[src/rtl/result_window_pkg.sv]
package result_window_pkg;
    localparam int THR_W = 16;

    typedef enum logic [1:0] {
        CMP_BELOW = 2'd0,
        CMP_ABOVE = 2'd1,
        CMP_SPLIT = 2'd2,
        CMP_SPAN  = 2'd3
    } cmp_mode_e;

    typedef enum logic [1:0] {
        ST_IDLE = 2'd0,
        ST_PASS = 2'd1,
        ST_DROP = 2'd2
    } gate_state_e;
endpackage

[src/rtl/result_sext.sv]
module result_sext #(
    parameter int RES_W = 12,
    parameter int OUT_W = 16
) (
    input  logic [RES_W-1:0] raw,
    output logic [OUT_W-1:0] ext
);
    generate
        if (RES_W < OUT_W) begin : g_extend
            localparam int PAD_W = OUT_W - RES_W;
            assign ext = {{PAD_W{raw[RES_W-1]}}, raw};
        end else begin : g_same
            assign ext = raw[OUT_W-1:0];
        end
    endgenerate
endmodule

[src/rtl/window_eval.sv]
module window_eval
    import result_window_pkg::*;
(
    input  logic             en,
    input  logic [1:0]       mode,
    input  logic [THR_W-1:0] value,
    input  logic [THR_W-1:0] lim_a,
    input  logic [THR_W-1:0] lim_b,
    output logic             pass
);
    logic signed [THR_W-1:0] x_s, a_s, b_s;
    logic lt_a, gt_a, lt_b, gt_b, ordered;

    assign x_s = value;
    assign a_s = lim_a;
    assign b_s = lim_b;
    assign lt_a = x_s < a_s;
    assign gt_a = x_s > a_s;
    assign lt_b = x_s < b_s;
    assign gt_b = x_s > b_s;
    assign ordered = a_s <= b_s;

    always_comb begin
        pass = 1'b1;
        if (en) begin
            unique case (cmp_mode_e'(mode))
                CMP_BELOW: pass = lt_a;
                CMP_ABOVE: pass = gt_a;
                CMP_SPLIT: pass = ordered ? (lt_a | gt_b) : (gt_b & lt_a);
                CMP_SPAN:  pass = ordered ? (!lt_a & !gt_b) : (!lt_a | !gt_b);
                default:   pass = 1'b1;
            endcase
        end
    end
endmodule

[src/rtl/gate_fsm.sv]
module gate_fsm
    import result_window_pkg::*;
#(
    parameter int RES_W = 12
) (
    input  logic             clk,
    input  logic             rst_n,
    input  logic             in_valid,
    input  logic             pass,
    input  logic [RES_W-1:0] in_data,
    output logic             acc_strobe,
    output logic             drop_strobe,
    output logic [RES_W-1:0] acc_data
);
    gate_state_e state_q, state_d;
    logic [RES_W-1:0] data_q;

    always_comb begin
        state_d = ST_IDLE;
        unique case (state_q)
            ST_IDLE, ST_PASS, ST_DROP: begin
                if (in_valid) state_d = pass ? ST_PASS : ST_DROP;
                else          state_d = ST_IDLE;
            end
            default: state_d = ST_IDLE;
        endcase
    end

    always_ff @(posedge clk) begin
        if (!rst_n) state_q <= ST_IDLE;
        else        state_q <= state_d;
    end

    always_ff @(posedge clk) begin
        if (!rst_n)                data_q <= '0;
        else if (in_valid && pass) data_q <= in_data;
    end

    always_comb begin
        acc_strobe  = 1'b0;
        drop_strobe = 1'b0;
        unique case (state_q)
            ST_PASS: acc_strobe  = 1'b1;
            ST_DROP: drop_strobe = 1'b1;
            default: ;
        endcase
    end

    assign acc_data = data_q;
endmodule

[src/rtl/result_window_gate.sv]
module result_window_gate
    import result_window_pkg::*;
#(
    parameter int RES_W = 12
) (
    input  logic             clk,
    input  logic             rst_n,
    input  logic             in_valid,
    input  logic [RES_W-1:0] in_data,
    input  logic             cmp_en,
    input  logic [1:0]       cmp_mode,
    input  logic [THR_W-1:0] thr_a,
    input  logic [THR_W-1:0] thr_b,
    output logic             acc_strobe,
    output logic [RES_W-1:0] acc_data,
    output logic             drop_strobe
);
    logic [THR_W-1:0] value_ext;
    logic             pass;

    result_sext #(.RES_W(RES_W), .OUT_W(THR_W)) u_sext (
        .raw (in_data),
        .ext (value_ext)
    );

    window_eval u_eval (
        .en    (cmp_en),
        .mode  (cmp_mode),
        .value (value_ext),
        .lim_a (thr_a),
        .lim_b (thr_b),
        .pass  (pass)
    );

    gate_fsm #(.RES_W(RES_W)) u_fsm (
        .clk         (clk),
        .rst_n       (rst_n),
        .in_valid    (in_valid),
        .pass        (pass),
        .in_data     (in_data),
        .acc_strobe  (acc_strobe),
        .drop_strobe (drop_strobe),
        .acc_data    (acc_data)
    );
endmodule

[config.mk]
export PLATFORM = sky130hd
export DESIGN_NAME = result_window_gate
export DESIGN_NICKNAME = d
export VERILOG_FILES = /design/src/rtl/result_window_pkg.sv /design/src/rtl/result_sext.sv /design/src/rtl/window_eval.sv /design/src/rtl/gate_fsm.sv /design/src/rtl/result_window_gate.sv
export SDC_FILE = /design/constraint.sdc
export NUM_CORES = 1
export LEC_CHECK = 0
export ABC_AREA = 1
export ABC_CLOCK_PERIOD_IN_PS = 2280
export BUFFER_PORTS_ARGS = -buffer_cell sky130_fd_sc_hd__buf_2
export CORE_AREA = 2 2 79 81
export CTS_CLUSTER_SIZE = 10
export DETAILED_ROUTE_END_ITERATION = 10
export DIE_AREA = 0 0 81 83
export GPL_TIMING_DRIVEN = 0
export PLACE_DENSITY = 0.56
export SLEW_MARGIN = 15
export SYNTH_ARGS = -nofsm -noshare
export SYNTH_HDL_FRONTEND = slang
export SYNTH_SLANG_ARGS = --single-unit
[constraint.sdc]
create_clock -name clk -period 2.28 [get_ports clk]
set_clock_uncertainty 0.15 [all_clocks]
set_input_delay 0.114 -clock clk [delete_from_list [all_inputs] [get_ports clk]]
set_output_delay 0.114 -clock clk [all_outputs]
set_load 0.1 [all_outputs]
# After elaboration in Yosys (flattened, before gate mapping)

Cells that the tools add are included.

Flip-flop bits (word level): 14
Input bits: 50
Output and inout port bits: 14
Logic and storage cells: 29

Magnitude comparators: 4
Equal/unequal tests: 5
Muxes and demuxes: 7
Bitwise gates (word level): 4
Reduce and logical (&&, ||, !) cells: 7

Operators by type and width:

| cell                                          | number |
|---|---|
| greater-than comparator 12 x 16 -> 1 bit      | 2 |
| less-or-equal comparator 16 bit               | 1 |
| < comparator 12 x 16 -> 1 bit                 | 1 |
| == test 2 bit, second input constant          | 3 |
| 2-to-1 mux 1 bit                              | 5 |
| == test 2 x 1 -> 1 bit, second input constant | 2 |
| zero test 2 bit                               | 2 |
| one-hot mux 1 bit (4 select lines)            | 1 |
| AND reduction 3 bit                           | 1 |
| OR reduction 3 bit                            | 1 |
| bitwise AND 1 bit                             | 2 |
| zero test 1 bit                               | 2 |
| 2-to-1 mux 2 bit                              | 1 |
| OR 1 bit                                      | 2 |
| logical AND 1 bit                             | 1 |

# Logic depth before layout (Yosys ltp)

Gate-level depths: netlist (run 1).

Word-level depth: 7
Depth in mapped cells: 22
Mapped depth without buffers: 21

# Modules after synthesis

Synthesis (run 1) repeated with hierarchy kept, for this count alone.

Cells, all modules: 321
Area, all modules: 2034.5 sq um

By module, submodules not included:

| module      | times used | cells each | area each (sq um) | seq. area each (sq um) |
|---|---|---|---|---|
| window_eval | 1          | 218        | 1343.8            | 0.0 |
| gate_fsm    | 1          | 87         | 570.5             | 280.3 |
| result_sext | 1          | 16         | 120.1             | 0.0 |

# Worst setup path after synthesis (run 1)

OpenSTA, ideal clock, no wires.

Kind: input to register
From: in thr_a[15]
To: reg u_fsm.data_q[10] (netlist: u_fsm.acc_data[10])
Library setup time: 0.119 ns
Arrival time: 1.741 ns
Required time: 2.011 ns
Slack: 0.270 ns
Stages on the path: 17
Path buffers: 1
Cells stage by stage: inv_1 ha_1 nand2_1 inv_1 nand3_1 inv_1 a21oi_1 nand2_1 nand2_1 nand2_2 a21oi_2 nand2_1 nand2_2 nand3_4 buf_6 a21oi_1 nor2_1

Longest elaborated chain between the ends: 7
Elaborated cells on any way between the ends: 13
Classes of those cells: order compare (3); mux (4); bitwise (4); reduce/logical (2)

RTL lines:

| element                                              | line                     | source |
|---|---|---|
| start, declared                                      | result_window_gate.sv:12 | `input logic [THR_W-1:0] thr_a,` |
| < comparator 12 x 16 -> 1 bit                        | window_eval.sv:17        | `assign lt_a = x_s < a_s;` |
| zero test 1 bit                                      | window_eval.sv:30        | `CMP_SPAN: pass = ordered ? (!lt_a & !gt_b) : (!lt_a \| !gt_b);` |
| OR 1 bit / bitwise AND 1 bit (equally long branches) | window_eval.sv:30        |  |
| 2-to-1 mux 1 bit                                     | window_eval.sv:30        |  |
| one-hot mux 1 bit (4 select lines) (*)               | window_eval.sv:26        | `unique case (cmp_mode_e'(mode))` |
| 2-to-1 mux 1 bit (*)                                 | window_eval.sv:25        | `if (en) begin` |
| logical AND 1 bit (*)                                | gate_fsm.sv:36           | `else if (in_valid && pass) data_q <= in_data;` |
| end signal, assigned                                 | gate_fsm.sv:36           |  |
| end, declared                                        | gate_fsm.sv:16           | `logic [RES_W-1:0] data_q;` |

Every way passes the cells marked *; elsewhere a longest branch is shown, timed or not.
A chain may end at the register's enable or synchronous reset.

# Worst setup path after layout (run 1)

From: in thr_b[15]
To: reg u_fsm.data_q[5] (netlist: u_fsm.acc_data[5])

Longest elaborated chain between the ends: 7
Elaborated cells on any way between the ends: 12
Classes of those cells: order compare (2); mux (4); bitwise (4); reduce/logical (2)

RTL lines:

| element                                              | line                     | source |
|---|---|---|
| start, declared                                      | result_window_gate.sv:13 | `input logic [THR_W-1:0] thr_b,` |
| greater-than comparator 12 x 16 -> 1 bit             | window_eval.sv:20        | `assign gt_b = x_s > b_s;` |
| zero test 1 bit                                      | window_eval.sv:30        |  |
| OR 1 bit / bitwise AND 1 bit (equally long branches) | window_eval.sv:30        |  |
| 2-to-1 mux 1 bit                                     | window_eval.sv:30        |  |
| one-hot mux 1 bit (4 select lines) (*)               | window_eval.sv:26        |  |
| 2-to-1 mux 1 bit (*)                                 | window_eval.sv:25        |  |
| logical AND 1 bit (*)                                | gate_fsm.sv:36           |  |

Marks and branches as above.

==> impl_metrics.ini, run 1 <==
[floorplanning]
die_area_um2 = 6720
start_util_pct = 34.4
ios = 64
core_area_um2 = 5820
rows = 28
die_w_um = 81
die_height_um = 83

[worst_setup_path]
critPathArrivalTime_ns = 2.02
end_kind = flop
path_delay_family = compound AO/OA/AOI/OAI gates
crit_chain = buf_2, inv_1, ha_4, a21oi_1, o21ai_0, a21oi_2, nand2_1, nand2_1, nand3_1, a21oi_2, nand2_1, nand2_2, nand3_4, buf_8, a21oi_2, nor2_1
crit_type = input pin to flop
start_kind = input pin
max_stage_delay_ns = 0.23
crit_slowest_cell = ha_4
worst-path-max-fanout = 10
worstPathRequired_ns = 2.27
path_buf_inv = 3

[global_route]
grt_max_degree = 12
grt_overflow = 0
antenna_found_initial = 0
grt_pass1_wl_mm = 8.04
grt_pass1_vias = 1903
grt_usage_pct = 14.5

[power]
comb_power_share_pct = 54.4
p_sw_uw = 513
p_leak_uw = 0.00157
power.share.sequential_pct = 24.5
p_sw_share_pct = 45.0
powerDensity_nw_per_um2 = 438
internal_power_uw = 627
power.total_uw = 1140
peakVddDrop_uv = 366
p_clk_share_pct = 21.0

[route]
avgViaCountPerCell = 4.46
firstDrtPassIters = 4
num_vias = 2058
wl_per_cell_um = 10.4
wl_met2_mm = 2.28
remaining_drc_errors = 0
dr.max_layer_used = met4
drtIter0Drc = 41
wl_met3_um = 164
ant_nets = 0
drt-met1-wl_mm = 2.32
routed_wl_mm = 4.78

[layout]
drive_above_1_share_pct = 25.1
insertedDiodeCount = 0
final_nets = 485
area_growth_pct = 30.0
post-route-util_pct = 44.8
final_common_cell = nand2_1
final_cell_mix = 75 x nand2_1, 67 x inv_1, 62 x buf_2

[sta]
rsz0062_at_grt = false
worst_pin_slew_ns = 0.567
finalCritPeriodShare_pct = 89.2
slew_viol_final = 0
setup_viol = 0
hold_violations = 0
min_period_ns = 2.03
setup_tns_ns = 0
setup_slack_ns = 0.246
timing.fmax_mhz = 492
maxSlewHeadroom_pct = 62.2

[placed_design]
io_buffers = 62
dp_hpwl_mm = 4.20
preCtsSetupSlack_ns = -0.163
gp_congestion = 0.754

[synthesis]
synth_area_per_cell_um2 = 6.32
synthCells = 317
syn_area_um2 = 2000
ys_seq_area_share_pct = 14.0
ys.warnings.count = 0
netlist-cell-type-count = 26
synthFlopType = dfxtp_1
synth_edf_count = 0
synthArstFlopShare_pct = 0
synth_nets = 415
synth_seq_cells = 14

[flow_run]
cap_violations = 0

[clocking]
clock_path_buffers = 2
clock_latency_ns = 0.24
htreeDepth = 1
path_clk_slew_ns = 0.06
cts.sinks = 14
cts_buffers = 3
cts_root_buf = clkbuf_8
cts_tree = done

[worst_hold_path]
hold_path_class = input pin to flop

[status]
status = finished clean
## cells by family (layout without fill, tap and decap cells)
logic type | count (synthesis) | in the layout | share of synthesized area, %
AND/OR/NAND/NOR | 137 | 137 | 29.0
buffers and inverters | 73 | 142 | 14.7
adder cells (fa/ha/maj) | 48 | 48 | 30.0
AO/OA/AOI/OAI | 45 | 45 | 12.3
flip-flops | 14 | 14 | 14.0
## power by group through the flow
stage,Combinational [uW],Sequential (uW),Clock [uW]
2_1_floorplan,295,434,0
3_3_place_gp,578,283,0
3_5_place_dp,586,283,0
4_1_cts,589,278,245
5_1_grt,697,282,260
6_report,620,280,240
## worst register-to-register path, stage by stage (launching register included)
cell and delay [ns]:
dfxtp_1 0.32, inv_1 0.05, o211ai_1 0.22, nor2_1 0.07
## repair_timing
item | 4_1_cts | 5_1_grt
endpoints found under the setup margin | 0 | 13
resized for setup | 0 | 22
hold buffers | 1 | 0
setup buffers | 0 | 2
hold endpoints to repair | 1 | 0
## state kept, by name, indices dropped and copies added, names as in the netlist
| name | count |
|---|---|
| u_fsm.state_q | 2 |
| u_fsm.acc_data | 12 |
## layer usage
| layer | vias up | global-route usage (%) |
|---|---|---|
| met2 | 28 | 25.5 |
| met4 | 0 | 2.31 |
| met1 | 880 | 19.1 |
| li1 | 1148 | - |
| met3 | 2 | 1.41 |
| met5 | - | 0 |
## synthesized netlist by cell type, types with 2 or more instances
cell type  number  area, um2
nand2_1        75        282
inv_1          67        251
ha_1           48        601
a21oi_1        32        160
nor2_1         28        105
nand3_1        25        125
dfxtp_1        14        280
o21ai_0         4       20.0
a21oi_2         2       17.5
buf_6           2       22.5
clkbuf_1        2       7.51
nand2_2         2       12.5
nand4_1         2       12.5
o21a_1          2       15.0
## per-stage QoR
step | hold WS, ns | cells | area [um2]
5_1_grt | 0.0981 | 461 | 2610
3_3_place_gp | 0.237 | 454 | 2410
4_1_cts | 0.0802 | 459 | 2470
2_1_floorplan | 0.0847 | 317 | 2000
6_report | 0.0836 | 461 | 2610
3_5_place_dp | 0.235 | 454 | 2410
## worst paths after layout
path                                                startpoint                        endpoint  slack, ns  depth (start not counted)
worst max-delay path                                 thr_b[15]  u_fsm.acc_data[5]$_SDFFE_PN0P_       0.25                         16
worst min-delay path                                in_data[7]  u_fsm.acc_data[7]$_SDFFE_PN0P_       0.08                          5
worst max register to register     u_fsm.state_q[0]$_SDFF_PN0_     u_fsm.state_q[1]$_SDFF_PN0_       1.35                          3
worst min register to register  u_fsm.acc_data[3]$_SDFFE_PN0P_  u_fsm.acc_data[3]$_SDFFE_PN0P_       0.33                          2
## layout make-up
cell class / count / area, um2
sequential: 14 / 280
inverter: 67 / 251
clock buffer: 4 / 55.1
timing repair buffer: 65 / 342
fill: 656 / 3210
buffer: 6 / 46.3
tap: 75 / 93.8
multi-input combinational: 230 / 1540
No activity file was read; power rests on OpenSTA's default activity.
==> inputs of run 2 (changes only) <==
--- a/config.mk
+++ b/config.mk
@@ -5,15 +5,15 @@
 export SDC_FILE = /design/constraint.sdc
 export NUM_CORES = 1
 export LEC_CHECK = 0
-export ABC_AREA = 1
+export ABC_AREA = 0
 export ABC_CLOCK_PERIOD_IN_PS = 2280
 export BUFFER_PORTS_ARGS = -buffer_cell sky130_fd_sc_hd__buf_2
-export CORE_AREA = 2 2 79 81
+export CORE_AREA = 2 2 77 79
 export CTS_CLUSTER_SIZE = 10
 export DETAILED_ROUTE_END_ITERATION = 10
-export DIE_AREA = 0 0 81 83
+export DIE_AREA = 0 0 79 81
 export GPL_TIMING_DRIVEN = 0
-export PLACE_DENSITY = 0.56
+export PLACE_DENSITY = 0.57
 export SLEW_MARGIN = 15
 export SYNTH_ARGS = -nofsm -noshare
 export SYNTH_HDL_FRONTEND = slang
==> impl_metrics.ini, run 2 <==
[status]
status = finished, violations left
failed_checks = negative setup slack

[synthesis]
synth_area_per_cell_um2 = 8.23
synthCells = 230
synthFlopType = dfxtp_1
netlist-cell-type-count = 38
ys_seq_area_share_pct = 14.8
synth_edf_count = 0
ys.warnings.count = 0
synthMostInstantiatedCell = ha_1
synth_nets = 328
syn_area_um2 = 1890
synthArstFlopShare_pct = 0
yosysTopAreaCell = ha_1
synth_common_cells = 48 x ha_1, 36 x inv_1, 32 x nand2_1
synth_top_area_share_pct = 31.7
synth_seq_cells = 14
synthTopCellsByArea = ha_1 32%, dfxtp_1 15%, inv_1 7.1%, mux2i_1 6.9%, nand2_1 6.3%

[layout]
fill_cells = 575
final_area_um2 = 2790
insertedDiodeCount = 0
drive_above_1_share_pct = 34.3
final_common_cell = buf_2
regArea_um2 = 280
final_nets = 411
area_growth_pct = 47.5
largest_reg_flops = 12
post-route-util_pct = 49.2
multiInputGateArea_um2 = 1660
final_cell_mix = 53 x buf_2, 37 x ha_1, 30 x nand2_1

[sta]
hold_violations = 0
slew_viol_final = 0
rsz0062_at_grt = true
worst_pin_slew_ns = 0.487
maxSlewHeadroom_pct = 67.8
min_period_ns = 2.56
setup_slack_ns = -0.283
setup_viol = 13
finalCritPeriodShare_pct = 112
timing.fmax_mhz = 390
whs_ns = 0.00605

[power]
comb_power_share_pct = 53.8
power.share.sequential_pct = 24.5
internal_power_uw = 649
p_sw_share_pct = 41.8
powerDensity_nw_per_um2 = 399
peakVddDrop_uv = 250
p_clk_share_pct = 21.7
p_leak_uw = 0.00136
p_sw_uw = 466

[worst_hold_path]
worstHoldStart = in_data[4]
hold_path_class = input pin to flop
hold_end = u_fsm.acc_data[4]$_SDFFE_PN0P_
hold_depth = 3

[floorplanning]
die_height_um = 81
start_util_pct = 33.4
ios = 64
rows = 28
die_area_um2 = 6400
die_w_um = 79
core_area_um2 = 5680

[clocking]
cts_root_buf = clkbuf_8
clock_path_buffers = 2
cts_tree = done
htreeDepth = 1
cts_buffers = 3
path_clk_slew_ns = 0.06
clock_latency_ns = 0.25
cts.sinks = 14

[worst_setup_path]
r2r-end = u_fsm.state_q[1]$_SDFF_PN0_
reg2reg_depth = 2
r2r_slack_ns = 1.42
timing.rr.start = u_fsm.state_q[1]$_SDFF_PN0_
start_kind = input pin
crit_type = input pin to flop
worst-path-max-fanout = 5
end_kind = flop
critPathArrivalTime_ns = 2.58
worstPathRequired_ns = 2.30

[global_route]
antenna_found_initial = 0
grt_pass1_vias = 1835
grt_pass1_wl_mm = 8.22
grt_usage_pct = 16.0
grt_max_degree = 12
grt_overflow = 0

[flow_run]
cap_violations = 0

[route]
ant_nets = 0
firstDrtPassIters = 6
num_vias = 1885
routed_wl_mm = 5.12
wl_per_cell_um = 13.2
remaining_drc_errors = 0
drtIter0Drc = 47
avgViaCountPerCell = 4.87

[placed_design]
gp_congestion = 0.791
placed_area_um2 = 2370
preCtsSetupSlack_ns = -0.755
io_buffers = 62
dp_hpwl_mm = 4.13
## run 2: timing repair
item	CTS	global route
resized for setup	25	17
hold buffers	9	0
endpoints found under the hold margin	9	0
gates cloned	1	0
setup endpoints to repair	14	14
setup buffers	4	5
pin swaps	1	10
## run 2: layout make-up
type / instances / share of cell area, %
Buffer: 3 / 0.403
Sequential cell: 14 / 10.0
Timing Repair Buffer: 79 / 19.3
Tap cell: 75 / 3.36
Clock buffer: 4 / 1.97
Multi-Input combinational cell: 176 / 59.4
Inverter: 36 / 5.56
## run 2: power by group through the flow
stage	registers, uW	clock network [uW]	logic (uW)
3_5_place_dp	278	0	520
6_report	273	243	600
3_3_place_gp	278	0	514
4_1_cts	273	247	592
5_1_grt	276	257	657
2_1_floorplan	399	0	260
## run 2: logic make-up (layout without fill, tap and decap cells)
| family | Yosys count | count (layout) | synth area share [%] |
|---|---|---|---|
| DFF | 14 | 14 | 14.8 |
| muxes | 13 | 13 | 6.87 |
| AOI/OAI and AO/OA | 45 | 45 | 19.2 |
| buffers and inverters | 40 | 122 | 8.79 |
| adders and majority gates | 48 | 48 | 31.7 |
| and+or+nand+nor | 70 | 70 | 18.6 |
## run 2: worst max-delay path by stage
| stage | start | endpoint | depth (start not counted) |
|---|---|---|---|
| after floorplan | thr_b[7] | u_fsm.acc_data[10]$_SDFFE_PN0P_ | 11 |
| after global placement | in_data[11] | u_fsm.acc_data[9]$_SDFFE_PN0P_ | 11 |
| after detailed placement | in_data[11] | u_fsm.acc_data[8]$_SDFFE_PN0P_ | 11 |
| after CTS | thr_b[7] | u_fsm.acc_data[3]$_SDFFE_PN0P_ | 13 |
| after global routing | thr_a[6] | u_fsm.acc_data[10]$_SDFFE_PN0P_ | 11 |
| final | thr_b[9] | u_fsm.acc_data[10]$_SDFFE_PN0P_ | 12 |
## run 2: stage by stage
stage / power [uW] / setup TNS [ns] / cells
floorplan: 660 / -3.73 / 230
global route: 1190 / -4.15 / 387
finish: 1120 / -2.94 / 387
global placement: 791 / -9.16 / 367
CTS: 1110 / -4.12 / 385
detailed placement: 799 / -9.70 / 367
## run 2: metal layers
metal  vias to the layer above  track usage [%]  share of wire, %
li1                        990                -                 -
met1                       849             20.6                45
met2                        39             28.5                49
met3                         7             1.22               3.7
met4                         0             5.00               1.6
met5                         -                0                 0
## run 2: worst max-delay path, stage by stage
cell	delay [ns]
buf_2	0.08
inv_1	0.05
ha_1	0.31
nand2_2	0.08
or4_4	0.50
a21o_4	0.22
a311oi_4	0.23
a22oi_2	0.08
o311a_4	0.34
a31oi_4	0.20
buf_6	0.17
mux2i_1	0.21
